==> config.mk <==
export PLATFORM = sky130hd
export DESIGN_NAME = oqpsk_shaper
export DESIGN_NICKNAME = d
export VERILOG_FILES = /design/src/rtl/oqpsk_pkg.sv /design/src/rtl/chip_router.sv /design/src/rtl/pulse_rail.sv /design/src/rtl/oqpsk_shaper.sv
export SDC_FILE = /design/constraint.sdc
export NUM_CORES = 1
export LEC_CHECK = 0
export BUFFER_PORTS_ARGS = -buffer_cell sky130_fd_sc_hd__buf_4
export CAP_MARGIN = 20
export CORE_ASPECT_RATIO = 0.9
export CORE_MARGIN = 2
export CORE_UTILIZATION = 55
export DETAILED_ROUTE_END_ITERATION = 16
export PLACE_DENSITY = 0.79
export SYNTH_ARGS = -nofsm -noshare
export SYNTH_HDL_FRONTEND = slang
export SYNTH_HIERARCHICAL = 1
export SYNTH_SLANG_ARGS = --single-unit
export TNS_END_PERCENT = 50
==> constraint.sdc <==
create_clock -name clk -period 2.3 [get_ports clk]
set_clock_uncertainty 0.2 [all_clocks]
set_input_delay 0.23 -clock clk [delete_from_list [all_inputs] [get_ports clk]]
set_output_delay 0.23 -clock clk [all_outputs]
set_load 0.1 [all_outputs]
==> src/rtl/oqpsk_pkg.sv <==
package oqpsk_pkg;
  localparam int SAMP_W    = 8;
  localparam int SPC       = 4;            // samples per input chip
  localparam int PULSE_LEN = 2 * SPC;      // one pulse spans two chips
  localparam int PH_W      = $clog2(PULSE_LEN);
  localparam int NUM_RAILS = 2;

  typedef logic signed [SAMP_W-1:0] samp_t;
  typedef enum logic {RAIL_I = 1'b0, RAIL_Q = 1'b1} rail_e;

  // Half-sine at mid-sample points, amplitude 127.
  function automatic samp_t half_sine(input logic [PH_W-1:0] ph, input logic pos);
    samp_t mag;
    case (ph)
      3'd0, 3'd7: mag = 8'sd25;
      3'd1, 3'd6: mag = 8'sd71;
      3'd2, 3'd5: mag = 8'sd106;
      default:    mag = 8'sd125;
    endcase
    return pos ? mag : -mag;
  endfunction
endpackage

==> src/rtl/chip_router.sv <==
module chip_router
  import oqpsk_pkg::*;
(
  input  logic                 clk,
  input  logic                 rst_n,
  input  logic                 chip_stb,
  input  logic                 chip_start,
  output logic [NUM_RAILS-1:0] rail_load,
  output logic [NUM_RAILS-1:0] rail_clear
);
  logic  odd_q;
  rail_e sel;

  assign sel = (chip_start || !odd_q) ? RAIL_I : RAIL_Q;

  always_comb begin
    rail_load  = '0;
    rail_clear = '0;
    if (chip_stb) begin
      rail_load[sel] = 1'b1;
      if (chip_start) rail_clear[RAIL_Q] = 1'b1;
    end
  end

  always_ff @(posedge clk) begin
    if (!rst_n)        odd_q <= 1'b0;
    else if (chip_stb) odd_q <= (sel == RAIL_I);
  end
endmodule

==> src/rtl/pulse_rail.sv <==
module pulse_rail
  import oqpsk_pkg::*;
(
  input  logic  clk,
  input  logic  rst_n,
  input  logic  load,
  input  logic  clear,
  input  logic  bit_in,
  output samp_t samp,
  output logic  active
);
  localparam logic [PH_W-1:0] LAST_PH = PH_W'(PULSE_LEN - 1);

  logic [PH_W-1:0] ph;
  logic            pos;

  always_ff @(posedge clk) begin
    if (!rst_n) begin
      active <= 1'b0;
      ph     <= '0;
      pos    <= 1'b0;
    end else if (load) begin
      active <= 1'b1;
      ph     <= '0;
      pos    <= bit_in;
    end else if (clear) begin
      active <= 1'b0;
      ph     <= '0;
    end else if (active) begin
      if (ph == LAST_PH) active <= 1'b0;
      ph <= ph + 1'b1;
    end
  end

  assign samp = active ? half_sine(ph, pos) : '0;
endmodule

==> src/rtl/oqpsk_shaper.sv <==
module oqpsk_shaper
  import oqpsk_pkg::*;
(
  input  logic                     clk,
  input  logic                     rst_n,
  input  logic                     chip_stb,
  input  logic                     chip_bit,
  input  logic                     chip_start,
  output logic signed [SAMP_W-1:0] i_sample,
  output logic signed [SAMP_W-1:0] q_sample,
  output logic                     sample_vld
);
  logic [NUM_RAILS-1:0] rail_load;
  logic [NUM_RAILS-1:0] rail_clear;
  logic [NUM_RAILS-1:0] rail_act;
  samp_t                rail_samp [NUM_RAILS];

  chip_router u_router (
    .clk        (clk),
    .rst_n      (rst_n),
    .chip_stb   (chip_stb),
    .chip_start (chip_start),
    .rail_load  (rail_load),
    .rail_clear (rail_clear)
  );

  for (genvar r = 0; r < NUM_RAILS; r++) begin : g_rail
    pulse_rail u_rail (
      .clk    (clk),
      .rst_n  (rst_n),
      .load   (rail_load[r]),
      .clear  (rail_clear[r]),
      .bit_in (chip_bit),
      .samp   (rail_samp[r]),
      .active (rail_act[r])
    );
  end

  assign i_sample   = rail_samp[RAIL_I];
  assign q_sample   = rail_samp[RAIL_Q];
  assign sample_vld = |rail_act;
endmodule

==> impl_metrics.tcl, run 1 <==
set metrics [dict create \
    status "stopped before the end" \
    stop_stage "clock tree synthesis (4_1_cts)" \
    error "[ERROR DPL-0038] Utilization greater than 100%, impossible to legalize" \
    dp_hpwl_um 2010 \
    ys.flop_type "dfxtp_1" \
    placed_cell_area_um2 1580 \
    cts_made_buffers 3 \
    rows 15 \
    clkSinkCount 11 \
    io-pin-count 22 \
    port_buffers 21 \
    synth_edf_count 0 \
    start_util_pct 58.9 \
    yosysUniqueCellTypes 28 \
    synthesis.nets 151 \
    post-place-cells 192 \
    dieHeight_um 47.4 \
    gp_congestion 0.823 \
    cts_buffer_depth 2 \
    synth_area_um2 1150 \
    ctsHoldBuffers 0 \
    post_cts_buffers 2 \
    avgSynthCellArea_um2 8.85 \
    ctsRootBufferMaster "clkbuf_4" \
    die_w_um 52.2 \
    cts.repair.resized 84 \
    ys_ff_latch 11 \
    synthArstFlopShare_pct 0 \
    htreeDepth 1 \
    synth_warnings 6 \
    syn_inst 130 \
    yosysSeqAreaShare_pct 19.2 \
]
## cell usage after synthesis, types with 4 or more instances
| cell | number | area [µm²] |
|---|---|---|
| and2_1 | 6 | 37.5 |
| dfxtp_1 | 11 | 220 |
| nor2_2 | 4 | 25.0 |
| inv_1 | 11 | 41.3 |
| nor2_1 | 11 | 41.3 |
| ha_1 | 16 | 200 |
| nor2b_1 | 6 | 37.5 |
| clkbuf_1 | 4 | 15.0 |
| nand2_1 | 8 | 30.0 |
| xnor2_1 | 4 | 35.0 |
| nand2b_1 | 4 | 25.0 |
| mux2i_1 | 18 | 180 |
## per-stage QoR
step | util, % | hold slack [ns] | setup WS [ns]
floorplan | - | 0.158 | -0.125
global placement | 80.8 | 0.290 | -0.0719
detailed placement | 80.8 | 0.294 | -0.164
## cell families after synthesis
group / Yosys count / share of synthesized area [%]
xor gates and xnor gates: 6 / 4.57
DFF: 11 / 19.2
AOI/OAI and AO/OA: 12 / 10.2
and+or+nand+nor: 44 / 20.6
buffers and inverters: 18 / 7.51
other: 1 / 0.326
adders and majority gates: 16 / 17.4
muxes: 22 / 20.2
==> run 2: changes to the inputs <==
CORE_AREA = 2 2 63 65   (was default)
CORE_ASPECT_RATIO = default   (was 0.9)
CORE_MARGIN = default   (was 2)
CORE_UTILIZATION = default   (was 55)
DIE_AREA = 0 0 65 67   (was default)
PLACE_DENSITY = default   (was 0.79)
PLACE_DENSITY_LB_ADDON = 0.15   (was default)
==> run 2 against run 1 <==
  * The flow now finishes, with violations (negative setup slack)
  * Synthesized cell count is the same
  * Area after synthesis unchanged
==> impl_metrics.tcl, run 2 <==
set metrics [dict create \
    status "finished, violations left" \
    violations "negative setup slack" \
    post-place-cells 219 \
    min_path_type "primary input to flip-flop" \
    syn_inst 130 \
    synth_warnings 6 \
    yosysUniqueCellTypes 28 \
    clkSinkCount 11 \
    power_density_nw_per_um2 311 \
    syn_to_final_growth_pct 87.9 \
    port_buffers 21 \
    grt_pass1_wl_um 4730 \
    setup_violations 4 \
    final_common_cell "buf_4" \
    insertion_delay_ns 0.24 \
    remaining_drc_errors 0 \
    ctsHoldBuffers 0 \
    ctsRootBufferMaster "clkbuf_8" \
    grt_use_total_pct 14.0 \
    globalRouteMet3Util_pct 1.01 \
    core_area_um2 3610 \
    top_register "g_rail.u_rail/ph" \
    diodes 0 \
    met1_usage_pct 15.7 \
    path_clk_slew_ns 0.05 \
    io-pin-count 22 \
    grt_use_met2_pct 27.1 \
    grt_max_degree 10 \
    layout_common_cells "buf_4, ha_4, mux2i_1, nor2_1, buf_12" \
    yosysTopAreaCell "dfxtp_1" \
    cts_tree "built" \
    firstDrtPassIters 4 \
    cp.required_ns 1.87 \
    ys.flop_type "dfxtp_1" \
    path_class "flip-flop to output port" \
    drtIter0Drc 14 \
    layout.cells.non_filler 229 \
    grt_pass1_vias 1071 \
    final_nets 203 \
    hold_violations 0 \
    synth_area_um2 1150 \
    cts_made_buffers 3 \
    drive_above_1_share_pct 64.6 \
    rows 22 \
    vias 1021 \
    crit_path_max_fanout 5 \
    antenna_left 0 \
    irDropWorstVdd_mv 0.288 \
    gp_congestion 0.721 \
    synth_top_area_share_pct 19.2 \
    die_area_um2 4360 \
    ys_top_cells_by_count "mux2i_1, ha_1, dfxtp_1, inv_1, nor2_1" \
    dp_hpwl_um 2000 \
    synthArstFlopShare_pct 0 \
    dieHeight_um 67 \
    cp_common_cell "ha_4" \
    startpoint_type "flip-flop" \
    antenna_found_initial 0 \
    htreeDepth 1 \
    synthesis.nets 151 \
    yosysSeqAreaShare_pct 19.2 \
    wl_per_cell_um 12.2 \
    drv_slew 0 \
    ys_top_cells_by_area "dfxtp_1, ha_1, mux2i_1" \
    end_kind "output port" \
    cp_slowest_cell "dfxtp_4" \
    leakage_uw 0.000864 \
    start_util_pct 31.9 \
    largest_reg_flops 6 \
    nFillCells 303 \
    worstPathCellList "inv_4, ha_4, nor2_4, buf_6, mux2_4, ha_4, inv_2, mux2i_1, and2_4, buf_12" \
    ys_ff_latch 11 \
    final.period_utilization_pct 109 \
    synth_edf_count 0 \
    cts_buffer_depth 2 \
    worstPathArrival_ns 2.08 \
    wirelength_um 2800 \
    finalPower_uw 672 \
    clock.fmax_ghz 0.398 \
    post_drt_via_cell_ratio 4.46 \
    grt_busiest_layer "met2" \
    yosysMostFrequentCell "mux2i_1" \
    setup_ws_ns -0.214 \
    overflow 0 \
    avgSynthCellArea_um2 8.85 \
    drv_cap 0 \
    max_stage_delay_ns 0.38 \
    min_period_ns 2.51 \
    rsz0062_at_grt "true" \
    top_regs "g_rail.u_rail/ph x6, g_rail.u_rail/active x2, g_rail.u_rail/pos x2" \
    die_w_um 65 \
]
## run 2: cell counts after synthesis
No cell type changed its count.
## run 2: logic make-up after synthesis
| group | after synthesis | share of synthesized area [%] |
|---|---|---|
| simple gates | 44 | 20.6 |
| buf+inv | 18 | 7.51 |
| flops | 11 | 19.2 |
| other cells | 1 | 0.326 |
| fa+ha+maj | 16 | 17.4 |
| compound gates | 12 | 10.2 |
| mux | 22 | 20.2 |
| xor+xnor | 6 | 4.57 |
## run 2: area by class of cell
cell class                      count  area, µm²  area share [%]
Timing Repair Buffer               54        564            26.1
Clock buffer                        4       45.0            2.08
Tap cell                           48       60.1            2.78
Inverter                           11       56.3            2.61
Sequential cell                    11        238            11.0
Multi-Input combinational cell    101       1200            55.4
## run 2: timing repair
item                       CTS  global route
pin swaps                   13             8
resized for setup           96            11
setup buffers                4             3
setup endpoints to repair   14            12
## run 2: routing by layer
metal | share of wire [%] | up-vias
met1 | 44 | 472
li1 | - | 531
met3 | 2.0 | 2
met4 | 0.54 | 0
met5 | 0 | -
met2 | 53 | 16
## run 2: path summary, 6_finish.rpt
| path | start | end | slack [ns] | cells after the start |
|---|---|---|---|---|
| worst max-delay path | g_rail[1].u_rail/ph[0] | q_sample[1] | -0.21 | 10 |
| worst min-delay path | rst_n | g_rail[1].u_rail/pos | 0.05 | 2 |
| worst max register to register | g_rail[1].u_rail/ph[1] | g_rail[1].u_rail/ph[2] | 0.75 | 6 |
| worst min register to register | u_router/odd_q | u_router/odd_q | 0.35 | 2 |
## run 2: critical path, delay by kind of cell (launching register included)
kind,cells,cell delay (ns)
mux,2,0.43
simple gates,2,0.23
buf+inv,4,0.38
flops,1,0.38
fa+ha+maj,2,0.42
## run 2: through the flow
| step | utilization [%] | cell area [µm²] | TNS (ns) | hold WS [ns] | setup slack [ns] |
|---|---|---|---|---|---|
| floorplan | - | 1250 | -0.622 | 0.158 | -0.125 |
| global placement | 45.0 | 1620 | -0.162 | 0.287 | -0.105 |
| detailed placement | 45.0 | 1620 | -0.385 | 0.299 | -0.159 |
| CTS | 57.9 | 2090 | -0.438 | 0.0516 | -0.178 |
| global route | 59.9 | 2160 | -1.05 | 0.0730 | -0.283 |
| finish | 59.9 | 2160 | -0.619 | 0.0508 | -0.214 |
## run 2: power breakdown
part           internal [µW]  total (µW)  switching (µW)
combinational            102         273             171
clock                    122         194            72.0
sequential               193         205            12.3
total                    417         672             255
No activity file was read; power rests on OpenSTA's default activity.
